--- src/rtl/sdac_pkg.sv ---
package sdac_pkg;
  localparam int ADDR_W  = 2;
  localparam int CODE_DW = 8;
  localparam int MAG_DW  = 4;

  typedef enum logic [ADDR_W-1:0] {
    ADR_OFS_A = 2'b00,
    ADR_DAC1  = 2'b01,
    ADR_DAC0  = 2'b10,
    ADR_OFS_B = 2'b11
  } sdac_addr_e;
endpackage

--- src/rtl/sdac_sync.sv ---
module sdac_sync #(
  parameter int W      = 4,
  parameter int STAGES = 2
) (
  input  logic         clk,
  input  logic         rst_n,
  input  logic [W-1:0] d,
  output logic [W-1:0] q
);
  logic [W-1:0] stg [STAGES];

  always_ff @(posedge clk or negedge rst_n) begin
    if (!rst_n) stg[0] <= '0;
    else        stg[0] <= d;
  end

  for (genvar s = 1; s < STAGES; s++) begin : g_stage
    always_ff @(posedge clk or negedge rst_n) begin
      if (!rst_n) stg[s] <= '0;
      else        stg[s] <= stg[s-1];
    end
  end

  assign q = stg[STAGES-1];
endmodule

--- src/rtl/sdac_shift_rx.sv ---
module sdac_shift_rx #(
  parameter int WORD_W = 10,
  localparam int CNT_W = $clog2(WORD_W + 2)
) (
  input  logic              clk,
  input  logic              rst_n,
  input  logic              sclk_s,
  input  logic              sdat_s,
  input  logic              clr,
  output logic [WORD_W-1:0] word,
  output logic              word_ok,
  output logic [CNT_W-1:0]  bit_cnt
);
  localparam logic [CNT_W-1:0] CNT_FULL = CNT_W'(WORD_W);
  localparam logic [CNT_W-1:0] CNT_SAT  = CNT_W'(WORD_W + 1);

  logic sclk_q;
  logic sclk_rise;

  assign sclk_rise = sclk_s & ~sclk_q;

  always_ff @(posedge clk or negedge rst_n) begin
    if (!rst_n) begin
      sclk_q  <= 1'b0;
      word    <= '0;
      bit_cnt <= '0;
    end else begin
      sclk_q <= sclk_s;
      if (sclk_rise) word <= {word[WORD_W-2:0], sdat_s};
      if (clr)
        bit_cnt <= '0;
      else if (sclk_rise && bit_cnt != CNT_SAT)
        bit_cnt <= bit_cnt + 1'b1;
    end
  end

  assign word_ok = (bit_cnt == CNT_FULL);
endmodule

--- src/rtl/sdac_word_decode.sv ---
module sdac_word_decode
  import sdac_pkg::*;
#(
  parameter int CODE_W = 8,
  parameter int MAG_W  = 4,
  localparam int WORD_W = ADDR_W + CODE_W,
  localparam int OFS_W  = MAG_W + 2
) (
  input  logic              clk,
  input  logic              rst_n,
  input  logic [WORD_W-1:0] word,
  input  logic              word_ok,
  input  logic              stb,
  input  logic              pwr_n_s,
  output logic [CODE_W-1:0] dac0_q,
  output logic [CODE_W-1:0] dac1_q,
  output logic [OFS_W-1:0]  ofs_a_q,
  output logic [OFS_W-1:0]  ofs_b_q
);
  sdac_addr_e        adr;
  logic              wr_en;
  logic [CODE_W-1:0] hold_q  [2];
  logic [CODE_W-1:0] hold_nx [2];
  logic [OFS_W-1:0]  ofs_a_nx;
  logic [OFS_W-1:0]  ofs_b_nx;

  assign adr   = sdac_addr_e'(word[WORD_W-1 -: ADDR_W]);
  assign wr_en = stb & word_ok;

  always_comb begin
    hold_nx[0] = hold_q[0];
    hold_nx[1] = hold_q[1];
    ofs_a_nx   = ofs_a_q;
    ofs_b_nx   = ofs_b_q;
    if (wr_en) begin
      unique case (adr)
        ADR_DAC0:  hold_nx[0] = word[CODE_W-1:0];
        ADR_DAC1:  hold_nx[1] = word[CODE_W-1:0];
        ADR_OFS_A: ofs_a_nx   = word[OFS_W-1:0];
        ADR_OFS_B: ofs_b_nx   = word[OFS_W-1:0];
        default: ;
      endcase
    end
  end

  for (genvar c = 0; c < 2; c++) begin : g_hold
    always_ff @(posedge clk or negedge rst_n) begin
      if (!rst_n) hold_q[c] <= '0;
      else        hold_q[c] <= hold_nx[c];
    end
  end

  always_ff @(posedge clk or negedge rst_n) begin
    if (!rst_n) begin
      ofs_a_q <= '0;
      ofs_b_q <= '0;
    end else begin
      ofs_a_q <= ofs_a_nx;
      ofs_b_q <= ofs_b_nx;
    end
  end

  always_ff @(posedge clk or negedge rst_n) begin
    if (!rst_n) begin
      dac0_q <= '0;
      dac1_q <= '0;
    end else if (!pwr_n_s) begin
      dac0_q <= '0;
      dac1_q <= '0;
    end else if (stb) begin
      dac0_q <= hold_nx[0];
      dac1_q <= hold_nx[1];
    end
  end
endmodule

--- src/rtl/sdac_offset_sel.sv ---
module sdac_offset_sel #(
  parameter int MAG_W = 4,
  localparam int OFS_W = MAG_W + 2
) (
  input  logic [OFS_W-1:0] reg_q,
  input  logic [MAG_W:0]   fac,
  output logic [MAG_W:0]   offs
);
  logic              use_user;
  logic              up;
  logic [MAG_W-1:0]  mag;
  logic signed [MAG_W:0] mag_s;

  assign use_user = reg_q[MAG_W+1];
  assign up       = use_user ? reg_q[MAG_W] : fac[MAG_W];
  assign mag      = use_user ? reg_q[MAG_W-1:0] : fac[MAG_W-1:0];
  assign mag_s    = {1'b0, mag};
  assign offs     = up ? mag_s : -mag_s;
endmodule

--- src/rtl/sdac_ctrl_port.sv ---
module sdac_ctrl_port
  import sdac_pkg::*;
#(
  parameter int CODE_W      = 8,
  parameter int MAG_W       = 4,
  parameter int SYNC_STAGES = 2
) (
  input  logic              clk,
  input  logic              rst_n,
  input  logic              ser_clk,
  input  logic              ser_dat,
  input  logic              ser_stb,
  input  logic              sdac_pwr_n,
  input  logic [MAG_W:0]    fac_trim_a,
  input  logic [MAG_W:0]    fac_trim_b,
  output logic [CODE_W-1:0] dac0_code,
  output logic [CODE_W-1:0] dac1_code,
  output logic [MAG_W:0]    offs_a,
  output logic [MAG_W:0]    offs_b
);
  localparam int WORD_W = ADDR_W + CODE_W;
  localparam int CNT_W  = $clog2(WORD_W + 2);
  localparam int OFS_W  = MAG_W + 2;

  logic [3:0]        raw_in;
  logic [3:0]        sync_out;
  logic              sclk_s, sdat_s, stb_s, pwr_n_s;
  logic              stb_q, stb_pulse;
  logic [WORD_W-1:0] word;
  logic              word_ok;
  logic [CNT_W-1:0]  bit_cnt;
  logic [OFS_W-1:0]  ofs_a_r, ofs_b_r;

  assign raw_in = {sdac_pwr_n, ser_stb, ser_dat, ser_clk};
  assign {pwr_n_s, stb_s, sdat_s, sclk_s} = sync_out;

  sdac_sync #(.W(4), .STAGES(SYNC_STAGES)) u_sync (
    .clk(clk), .rst_n(rst_n), .d(raw_in), .q(sync_out)
  );

  always_ff @(posedge clk or negedge rst_n) begin
    if (!rst_n) stb_q <= 1'b0;
    else        stb_q <= stb_s;
  end
  assign stb_pulse = stb_s & ~stb_q;

  sdac_shift_rx #(.WORD_W(WORD_W)) u_rx (
    .clk(clk), .rst_n(rst_n), .sclk_s(sclk_s), .sdat_s(sdat_s),
    .clr(stb_pulse), .word(word), .word_ok(word_ok), .bit_cnt(bit_cnt)
  );

  sdac_word_decode #(.CODE_W(CODE_W), .MAG_W(MAG_W)) u_dec (
    .clk(clk), .rst_n(rst_n), .word(word), .word_ok(word_ok),
    .stb(stb_pulse), .pwr_n_s(pwr_n_s),
    .dac0_q(dac0_code), .dac1_q(dac1_code),
    .ofs_a_q(ofs_a_r), .ofs_b_q(ofs_b_r)
  );

  sdac_offset_sel #(.MAG_W(MAG_W)) u_sel_a (
    .reg_q(ofs_a_r), .fac(fac_trim_a), .offs(offs_a)
  );
  sdac_offset_sel #(.MAG_W(MAG_W)) u_sel_b (
    .reg_q(ofs_b_r), .fac(fac_trim_b), .offs(offs_b)
  );
endmodule

--- config.mk ---
export PLATFORM = sky130hd
export DESIGN_NAME = sdac_ctrl_port
export DESIGN_NICKNAME = d
export VERILOG_FILES = /design/src/rtl/sdac_pkg.sv /design/src/rtl/sdac_sync.sv /design/src/rtl/sdac_shift_rx.sv /design/src/rtl/sdac_word_decode.sv /design/src/rtl/sdac_offset_sel.sv /design/src/rtl/sdac_ctrl_port.sv
export SDC_FILE = /design/constraint.sdc
export NUM_CORES = 1
export LEC_CHECK = 0
export ABC_AREA = 1
export ABC_CLOCK_PERIOD_IN_PS = 1700
export BUFFER_PORTS_ARGS = -buffer_cell sky130_fd_sc_hd__buf_2
export CAP_MARGIN = 20
export CORE_UTILIZATION = 45
export DETAILED_ROUTE_END_ITERATION = 8
export PLACE_DENSITY = 0.64
export SYNTH_ARGS = -nofsm -noshare
export SYNTH_HDL_FRONTEND = slang
export SYNTH_HIERARCHICAL = 1
export SYNTH_SLANG_ARGS = --single-unit
--- constraint.sdc ---
create_clock -name clk -period 1.7 [get_ports clk]
set_input_delay 0.17 -clock clk [delete_from_list [all_inputs] [get_ports clk]]
set_output_delay 0.17 -clock clk [all_outputs]
set_load 0.05 [all_outputs]
Word level (Yosys, flattened, before mapping) --
Index checks and enable logic that the tools add are counted.
Word-level totals: output and inout port bits 26, register bits after elaboration 68
Cells by class: equality and inequality tests 6, reduce and logical (&&, ||, !) cells 5, multiplexer cells 15, bitwise logic cells 5, $add $sub $neg 3
Operators with widths (number):
- 8-bit 2-to-1 mux | 6
- 16-bit 2-to-1 mux | 1
- 4-bit 2-to-1 mux | 4
- 5-bit 2-to-1 mux | 2
- 4-bit negator with 5-bit output | 2
- 4-bit by 1-bit adder with 4-bit output (second input constant) | 1
- 2-bit == test (second input constant) | 2
- 4-bit == test (second input constant) | 1
- 4-bit != test (second input constant) | 1
- 2-bit AND reduction | 2
- 1-bit AND | 3
- 2-bit by 1-bit == test with 1-bit output (second input constant) | 1
- 2-bit logical NOT | 1
- 1-bit 2-to-1 mux | 2
- 2-bit by 1-bit != test with 1-bit output (second input constant) | 1
- 1-bit inverter | 2
- 2-bit nonzero test | 1
- 1-bit logical AND | 1

Logic depth before layout (Yosys ltp) --
Gate-level depths: netlist of the first run.
depth in word-level cells 6, gate-level depth with buffers 9, depth with buffers taken out 9

Cells and area by module --
The synthesis of the first run kept the hierarchy.
By module, submodules not included:
- sdac_word_decode | area each 1929.4 µm², times used 1, cells an instance 213
- sdac_shift_rx | area each 656.9 µm², times used 1, cells an instance 75
- sdac_offset_sel | area each 173.9 µm², times used 2, cells an instance 37
- sdac_sync | area each 230.2 µm², times used 1, cells an instance 12
- sdac_ctrl_port | area each 35.0 µm², times used 1, cells an instance 3

Worst setup path before layout of the first run --
OpenSTA, ideal clock, no wires.
path kind register to output, from register u_dec.ofs_a_q[5], to output port offs_a[1], path buffers 0, arrival time 1.773 ns, slack -0.243 ns, data required time 1.530 ns, cell stages (with the launch flop) 6, cell sequence dfrtp_1 inv_2 nand2_1 nand2_2 inv_2 o21ai_0
On the way: longest elaborated chain between the ends 3, elaborated cells on any way between the ends 4, classes of those cells 1 x add/sub; 3 x mux
RTL lines:
- from (decl) | RTL line sdac_word_decode.sv:17 | output logic [OFS_W-1:0] ofs_a_q,
- from (signal assigned) | RTL line sdac_word_decode.sv:58 | ofs_a_q <= ofs_a_nx;
- 4-bit 2-to-1 mux | RTL line sdac_offset_sel.sv:16 | assign mag = use_user ? reg_q[MAG_W-1:0] : fac[MAG_W-1:0];
- 4-bit negator with 5-bit output | RTL line sdac_offset_sel.sv:18 | assign offs = up ? mag_s : -mag_s;
- 5-bit 2-to-1 mux (*) | RTL line sdac_offset_sel.sv:18
- to (decl) | RTL line sdac_ctrl_port.sv:18 | output logic [MAG_W:0] offs_a,
Every way passes the cells marked *; elsewhere a longest branch is shown, timed or not.

Worst setup path after layout of the first run --
from register u_dec.ofs_a_q[5], to output port offs_a[2]
Same word-level chain as after synthesis.

==> reports/results.ini, run 1 <==
[layout]
drive_gt1_share_pct=29.5
final_cell_mix=nand2_1, dfrtp_1, inv_1
syn_to_final_growth_pct=27.9
fin_util_pct=59.9
nets=453
diodes=0
final_cell_count_no_fill=534
final_common_cell=nand2_1
nFillCells=599

[setup_path]
start_kind=flop
max_stage_delay_ns=0.47
r2r_start=u_rx/bit_cnt[0]
cpMostUsedCell=nand2_4
path_class=flop to primary output
worst-path-max-fanout=5
r2r-end=u_dec/hold_q[1]
crit_slowest_cell=dfrtp_2
crit_required_ns=1.53
crit_path_end_kind=primary output
worstPathCellList=inv_4 > nand2_4 > nand2_4 > ha_4 > nor2_4 > xnor2_2 > buf_6
r2r_setup_slack_ns=0.11
critPathArrivalTime_ns=1.56
startpoint=u_dec/ofs_a_q[5]
reg2reg_depth=8
worstSetupEndpoint=offs_a[2]

[yosys]
syn_area_per_cell_um2=8.49
ys_types=25
synth-compound-area-share_pct=3.91
synth-main-ff-cell=dfrtp_1
synth_top_area_share_pct=53.2
yosysSeqAreaShare_pct=53.2
syn-cell-area_mm2=0.00320
syn_nets=397
yosys_register_bits=68
synth_area_leaders=dfrtp_1, nand2_1, inv_1
synthMuxAreaShare_pct=0
synthXorXnorAreaFrac_pct=0.821
synthAdderAreaFrac_pct=1.56
synthSimpleGateAreaFrac_pct=30.1
synth_largest_area_cell=dfrtp_1
synth_top_family_by_area=simple AND/OR/NAND/NOR gates
yosysWarningCount=6
async_flop_share_pct=100
synth_edf_count=0
syn-instance-count=377

[floorplanning]
rows=30
die_x_um=86.3
coreArea_mm2=0.00683
ioPinCount=42
die_y_um=86.3
dieArea_mm2=0.00745
start_util_pct=46.8

[timing]
layout_worst_path_cycle_share_pct=102
setup_violations=4
finalWorstSetupSlack_ns=-0.0341
maxSlewViolCount=0
layout_min_cycle_time_ns=1.73
finalSetupTns_ns=-0.0778
hold_viol=0
clock_skew_ns=0.00555
timing.fmax_mhz=577
rsz0062_at_grt=true
worst_pin_slew_ns=0.627
relSlewSlack_pct=58.2

[placement]
placedCellCount=508
hpwlAfterDp_um=4010
port_buffers=41
gp_congestion=0.776

[clock_tree]
cts_tree=built
clk_pin_slew_ns=0.07
htreeDepth=3
root_buffer=clkbuf_8
cts_sinks=68
numCtsBuffers=9
clockBufferDepth=2
clk_latency_ns=0.33

[grt]
grt_pass1_vias=2373
antenna_found_initial=0
grt_overflow_total=0
grt_pass1_wl_um=10600
grt_max_degree=69
grt_usage_pct=18.5

[routing]
vias=2460
wl_um=6290
wl_per_cell_um=11.8
drtPass1Iterations=4
drtAntennaViolNets=0
vias_per_cell=4.61
drc_errors=0
first_iter_violations=97

[run_status]
violations=negative setup slack
outcome=finished, violations left

[power_and_ir_drop]
ir_drop_uv=902
leakagePower_uw=0.00219
p_per_area_mw_per_mm2=907

[min_path]
hp-class=flop to flop
holdPathStages=0

[flow_run]
maxCapViolCount=0

worst min path at each step:
stage | startpoint | end | slack (ns)
after global placement | rst_n | u_dec/dac0_q[4] | 0.22
after global routing | u_sync/stg[5] | u_sync/q[1] | 0.36
after detailed placement | rst_n | u_dec/dac0_q[4] | 0.22
after CTS | u_sync/stg[6] | u_sync/q[2] | 0.36
after floorplan | rst_n | stb_q | -0.13
final | u_sync/stg[4] | u_sync/q[0] | 0.35
area by class of cell:
class / instances / area (um^2) / share of cell area [%]
Sequential cell: 68 / 1700 / 41.6
Multi-Input combinational cell: 232 / 1370 / 33.5
Timing Repair Buffer: 55 / 413 / 10.1
Inverter: 67 / 267 / 6.51
Clock buffer: 12 / 145 / 3.55
Tap cell: 96 / 120 / 2.93
Clock inverter: 4 / 72.6 / 1.77
sequential cells by signal, summed over array words and instances, names as in the netlist, 6 cells and up:
name / cells
u_rx/word: 10
u_dec/dac1_q: 8
u_dec/ofs_a_q: 6
u_dec/ofs_b_q: 6
u_dec/hold_q: 16
u_dec/dac0_q: 8
power by group:
| part | leakage (uW) | internal, uW | total [uW] | switching (uW) |
|---|---|---|---|---|
| Sequential | 0.000914 | 1690 | 1760 | 74.0 |
| Clock | 0.000107 | 865 | 1430 | 564 |
| Combinational | 0.00117 | 166 | 517 | 351 |
| Total | 0.00219 | 2720 | 3710 | 989 |
layer usage:
| metal | up-vias | global-route usage [%] | share of wire [%] |
|---|---|---|---|
| li1 | 1257 | - | - |
| met1 | 1154 | 24.4 | 47 |
| met2 | 42 | 29.3 | 49 |
| met3 | 7 | 4.76 | 3.0 |
| met4 | 0 | 7.12 | 1.1 |
| met5 | - | 0 | 0 |
worst max-delay path, delay by kind of cell, from the launching register on:
family / cells / cell delay [ns]
fa+ha+maj: 1 / 0.17
simple gates: 3 / 0.18
flops: 1 / 0.47
xor+xnor: 1 / 0.13
buf+inv: 2 / 0.29
cells in the mapped netlist (2+ instances only):
cell and count:
nor2_1 4, nand2_4 2, nand2_2 11, nand3_1 38
dfrtp_1 68, buf_4 8, a31oi_1 2, inv_2 8
o21ai_2 6, nand4_1 2, nand3_2 3, nor2_4 3
xnor2_1 2, and2_1 16, o21ai_0 12, nand2_1 123
inv_1 58, ha_1 4
cell families (layout without fill, tap and decap cells):
| logic type | Yosys count | in the layout |
|---|---|---|
| AND/OR/NAND/NOR | 205 | 205 |
| adder cells (fa/ha/maj) | 4 | 4 |
| flip-flops | 68 | 68 |
| XOR/XNOR | 3 | 3 |
| AO/OA/AOI/OAI | 20 | 20 |
| buffers and inverters | 77 | 138 |
through the flow:
| stage | power, uW | area [um^2] | hold WS, ns | setup slack, ns |
|---|---|---|---|---|
| after floorplan | 2090 | 3230 | -0.126 | 0.122 |
| after global placement | 2220 | 3530 | 0.220 | 0.0996 |
| after detailed placement | 2230 | 3530 | 0.221 | 0.0380 |
| after CTS | 3720 | 3940 | 0.356 | -0.0345 |
| after global routing | 3890 | 4090 | 0.357 | -0.126 |
| final | 3710 | 4090 | 0.350 | -0.0341 |
timing repair:
item,4_1_cts,5_1_grt
endpoints found under the setup margin,8,36
buffers inserted,4,1
pin swaps,8,10
hold buffers,5,0
gates resized for setup,31,38
hold endpoints to repair,72,0
Note: power is estimated with default switching activity, not from simulation.
==> run 2, diff against run 1 <==
ABC_AREA = default   (was 1)
SETUP_SLACK_MARGIN = 0.2   (was default)
==> reports/results.ini, run 2 <==
[run_status]
outcome=finished, violations left
violations=design-rule violations, negative setup slack

[grt]
grt_pass1_wl_um=9920
antenna_found_initial=0
grt_pass1_vias=2049
grt_overflow_total=0
grt_usage_pct=18.1
grt_max_degree=69

[setup_path]
crit_slowest_cell=dfrtp_2
critPathArrivalTime_ns=1.78
r2r-end=u_dec/dac1_q[4]
crit_required_ns=1.53
start_kind=flop
critPathTopFamily=flip-flops
path_class=flop to primary output
max_stage_delay_ns=0.47
cp.buffers_inverters=1
worst-path-max-fanout=6
worstPathCellList=mux2i_4 > ha_4 > o21a_1 > nor3_2 > a21oi_4 > buf_6
r2r_start=u_rx/bit_cnt[0]
reg2reg_depth=6
r2r_setup_slack_ns=-0.06
crit_path_end_kind=primary output

[power_and_ir_drop]
share_seq_of_total_power_pct=48.0
p_sw_uw=1130
p_per_area_mw_per_mm2=979
p_sw_share_pct=27.5
p_clk_share_pct=34.8
comb_power_share_pct=17.1
internal_power_uw=2970
total_power_uw=4100
ir_drop_uv=688
leakagePower_uw=0.00201

[layout]
postLayoutCellArea_mm2=0.00419
syn_to_final_growth_pct=38.5
nets=313
diodes=0
final_common_cell=dfrtp_1
nFillCells=488
final_cell_mix=dfrtp_1, buf_2, mux2_2
largest_reg_flops=16
drive_gt1_share_pct=62.8
largestRegisters=u_dec/hold_q (16), u_rx/word (10)
regMostFlops=u_dec/hold_q

[routing]
first_iter_violations=69
vias=1930
wl_per_cell_um=15.0
drtAntennaViolNets=0
vias_per_cell=5.15
drc_errors=12
drtPass1Iterations=6
wl_um=5610

[yosys]
syn-instance-count=219
async_flop_share_pct=100
synth_area_leaders=dfrtp_1, mux2_2, o21ba_2
synth_top_area_share_pct=56.3
syn-cell-area_mm2=0.00302
synth_edf_count=0
synth_commonest_cells=dfrtp_1, mux2_2, o21ai_0, o21ba_2, nor2_1
yosys_register_bits=68
syn_area_per_cell_um2=13.8
yosysWarningCount=6
synth_most_common_cell=dfrtp_1
ys_types=33
synth_largest_area_cell=dfrtp_1
syn_nets=239
synth-main-ff-cell=dfrtp_1
yosysSeqAreaShare_pct=56.3

[clock_tree]
numCtsBuffers=9
root_buffer=clkbuf_8
clk_pin_slew_ns=0.07
clk_latency_ns=0.33
cts_sinks=68
cts_tree=built
htreeDepth=3
clockBufferDepth=2

[timing]
clock_skew_ns=0.00894
timing.fmax_mhz=513
worst_pin_slew_ns=0.540
finalWorstSetupSlack_ns=-0.249
hold-worst-slack_ns=0.348
layout_worst_path_cycle_share_pct=115
layout_min_cycle_time_ns=1.95
rsz0062_at_grt=true
setup_violations=24
hold_viol=0
relSlewSlack_pct=64.0
maxSlewViolCount=0
finalSetupTns_ns=-2.27

[min_path]
hp-class=flop to flop
hold_start=u_sync/stg[4]
holdPathStages=0
hold_path_end=u_sync/q[0]

[placement]
hpwlAfterDp_um=3660
port_buffers=41
placed_cell_area_mm2=0.00362
dp_slack_ns=-0.0771
gp_congestion=0.733

[floorplanning]
rows=29
start_util_pct=47.1
coreArea_mm2=0.00642
die_y_um=84.0
dieArea_mm2=0.00705
die_x_um=84.0
ioPinCount=42

[flow_run]
maxCapViolCount=0

-- run 2: cell types whose count changed after synthesis, moves of 5 or more --
cell	change
o21ba_2	+16
mux2_2	+39
nand2_2	-11
nand2_1	-122
mux2i_1	+6
a21oi_1	+7
o21ai_2	-6
inv_2	-8
nand3_1	-37
nor2_1	+5
and2_1	-16
inv_1	-54
-- run 2: layout make-up --
class / instances / area (um^2) / area share [%]
Multi-Input combinational cell: 136 / 1570 / 37.6
Inverter: 4 / 17.5 / 0.419
Clock buffer: 11 / 141 / 3.38
Clock inverter: 5 / 75.1 / 1.79
Sequential cell: 68 / 1700 / 40.7
Timing Repair Buffer: 74 / 577 / 13.8
Tap cell: 77 / 96.3 / 2.30
-- run 2: timing repair --
action,in CTS,in global routing
setup endpoints to repair,54,54
pin swaps,7,6
hold endpoints to repair,72,0
hold buffers,5,0
gates cloned,0,0
buffers inserted,5,0
resized for setup,51,13
-- run 2: worst max path at each step --
stage / startpoint / end / cells after the start
2_1_floorplan: u_dec/ofs_a_q[5] / offs_a[1] / 5
3_3_place_gp: u_dec/ofs_b_q[5] / offs_b[2] / 6
3_5_place_dp: u_dec/ofs_b_q[5] / offs_b[2] / 6
4_1_cts: u_dec/ofs_b_q[5] / offs_b[2] / 6
5_1_grt: u_dec/ofs_b_q[5] / offs_b[2] / 6
6_report: u_dec/ofs_b_q[5] / offs_b[2] / 6
-- run 2: cells by family (layout without fill, tap and decap cells) --
| logic type | after synthesis | in the layout | share of synthesized area, % |
|---|---|---|---|
| fa+ha+maj | 4 | 4 | 1.66 |
| buf+inv | 15 | 94 | 3.23 |
| simple gates | 35 | 35 | 8.65 |
| xor+xnor | 4 | 4 | 1.16 |
| flops | 68 | 68 | 56.3 |
| compound gates | 44 | 44 | 10.5 |
| mux | 49 | 49 | 18.5 |
-- run 2: through the flow --
stage                     cells  util (%)
after detailed placement    349      56.4
final                       375      65.2
after floorplan             219         -
after CTS                   375      64.3
after global routing        375      65.2
after global placement      349      56.4
-- run 2: metal layers --
| metal | vias up | GRT usage, % | routed length (um) |
|---|---|---|---|
| li1 | 929 | - | - |
| met3 | 10 | 3.07 | 200 |
| met2 | 42 | 28.4 | 2640 |
| met4 | 0 | 7.52 | 85 |
| met5 | - | 0 | 0 |
| met1 | 949 | 25.0 | 2680 |
-- run 2: power by group through the flow --
stage | registers, uW | clock network [uW] | logic [uW]
6_report | 1970 | 1430 | 702
5_1_grt | 2000 | 1540 | 755
4_1_cts | 1970 | 1460 | 690
3_5_place_dp | 2000 | 0 | 626
3_3_place_gp | 1990 | 0 | 615
2_1_floorplan | 2000 | 0 | 383
==> run 3, diff against run 2 <==
BUFFER_PORTS_ARGS = default   (was -buffer_cell sky130_fd_sc_hd__buf_2)
DONT_BUFFER_PORTS = 1   (was default)
PLACE_DENSITY = default   (was 0.64)
==> reports/results.ini, run 3 (same netlist as run 2, synthesis figures left out) <==
[floorplanning]
die_y_um=84.0
ioPinCount=42
die_x_um=84.0
start_util_pct=47.1
coreArea_mm2=0.00642
dieArea_mm2=0.00705
rows=29

[layout]
diodes=0
nFillCells=460
final_common_cell=dfrtp_1
syn_to_final_growth_pct=36.7
fin_util_pct=64.3
nets=274
largest_reg_flops=16
largestRegisters=u_dec/hold_q (16), u_rx/word (10)
regMostFlops=u_dec/hold_q
final_cell_mix=dfrtp_1, mux2_2, mux2_4
register_area_mm2=0.00170
drive_gt1_share_pct=58.9
multi_input_area_mm2=0.00166

[routing]
wl_per_cell_um=18.0
drtPass1Iterations=6
vias=1835
drc_errors=11
first_iter_violations=73
vias_per_cell=5.48
drtAntennaViolNets=0
wl_um=6030

[timing]
timing.fmax_mhz=493
layout_min_cycle_time_ns=2.03
relSlewSlack_pct=62.5
maxSlewViolCount=0
hold_viol=68
hold-worst-slack_ns=-0.477
finalWorstSetupSlack_ns=-0.329
layout_worst_path_cycle_share_pct=119
setup_violations=25
worst_pin_slew_ns=0.563
clock_skew_ns=0.00910
rsz0062_at_grt=true

[clock_tree]
numCtsBuffers=9
htreeDepth=3
cts_sinks=68
clk_pin_slew_ns=0.07
hold_buffers=4
clockBufferDepth=2
cts_tree=built
root_buffer=clkbuf_8
clk_latency_ns=0.33

[setup_path]
start_kind=flop
path_class=flop to primary output
worst-path-max-fanout=5
crit_required_ns=1.53
critPathArrivalTime_ns=1.86
crit_path_end_kind=primary output

[placement]
port_buffers=0
gp_congestion=0.823
dp_slack_ns=-0.0703
hpwlAfterDp_um=3900

[run_status]
violations=design-rule violations, negative hold slack, negative setup slack
outcome=finished, violations left

[grt]
grt_pass1_wl_um=10100
grt_overflow_total=0
grt_max_degree=69
grt_pass1_vias=2022
antenna_found_initial=0
grt_usage_pct=18.7

[min_path]
hp-class=input port to async pin

[power_and_ir_drop]
total_power_uw=4360
leakagePower_uw=0.00188
p_per_area_mw_per_mm2=1050
ir_drop_uv=683

[flow_run]
maxCapViolCount=0

## run 3: layer usage
layer | vias to the layer above | GRT usage (%) | wire length (um) | part of all wire (%)
li1 | 851 | - | - | -
met1 | 935 | 23.9 | 2680 | 44
met2 | 40 | 31.1 | 3010 | 50
met3 | 9 | 3.46 | 241 | 4.0
met4 | 0 | 8.46 | 99 | 1.6
met5 | - | 0 | 0 | 0
## run 3: worst max-delay path: stages, from the launching register on
cell and delay (ns):
dfrtp_2 0.48, mux2i_4 0.23, ha_4 0.20, o21a_1 0.20
nor3_4 0.21, a21oi_4 0.05, buf_12 0.15
## run 3: layout make-up
| cell class | instances | share of cell area [%] |
|---|---|---|
| Sequential cell | 68 | 41.2 |
| Clock buffer | 9 | 3.00 |
| Inverter | 4 | 0.424 |
| Timing Repair Buffer | 35 | 9.54 |
| Tap cell | 77 | 2.33 |
| Multi-Input combinational cell | 136 | 40.1 |
| Clock inverter | 6 | 3.33 |
## run 3: path summary, 6_finish.rpt
check                              endpoint              from  slack [ns]  cells after the start
max                               offs_b[2]  u_dec/ofs_b_q[5]       -0.33                      6
min                         u_rx/bit_cnt[1]             rst_n       -0.48                      0
max reg2reg                 u_dec/dac0_q[6]   u_rx/bit_cnt[0]       -0.09                      6
min reg2reg                     u_sync/q[3]     u_sync/stg[7]        0.35                      0
max in group asynchronous  u_dec/ofs_b_q[5]             rst_n        2.05                      0
min in group clk                u_sync/q[3]     u_sync/stg[7]        0.35                      0
## run 3: timing repair
action | in CTS | in global routing
endpoints found under the setup margin | 54 | 56
hold endpoints to repair | 72 | 68
setup buffers | 10 | 2
pin swaps | 5 | 7
resized for setup | 40 | 18
## run 3: through the flow
stage | instances | area [um^2] | setup TNS, ns
after global placement | 304 | 3450 | -0.0219
after detailed placement | 304 | 3450 | -1.00
after CTS | 333 | 4010 | -3.24
final | 335 | 4130 | -2.80
after floorplan | 219 | 3210 | 0
after global routing | 335 | 4130 | -5.04
## run 3: power breakdown
group | switching [uW] | leakage, uW | internal (uW)
registers | 298 | 0.000894 | 1760
clock network | 588 | 0.000129 | 1120
logic | 244 | 0.000853 | 351
total | 1130 | 0.00188 | 3230
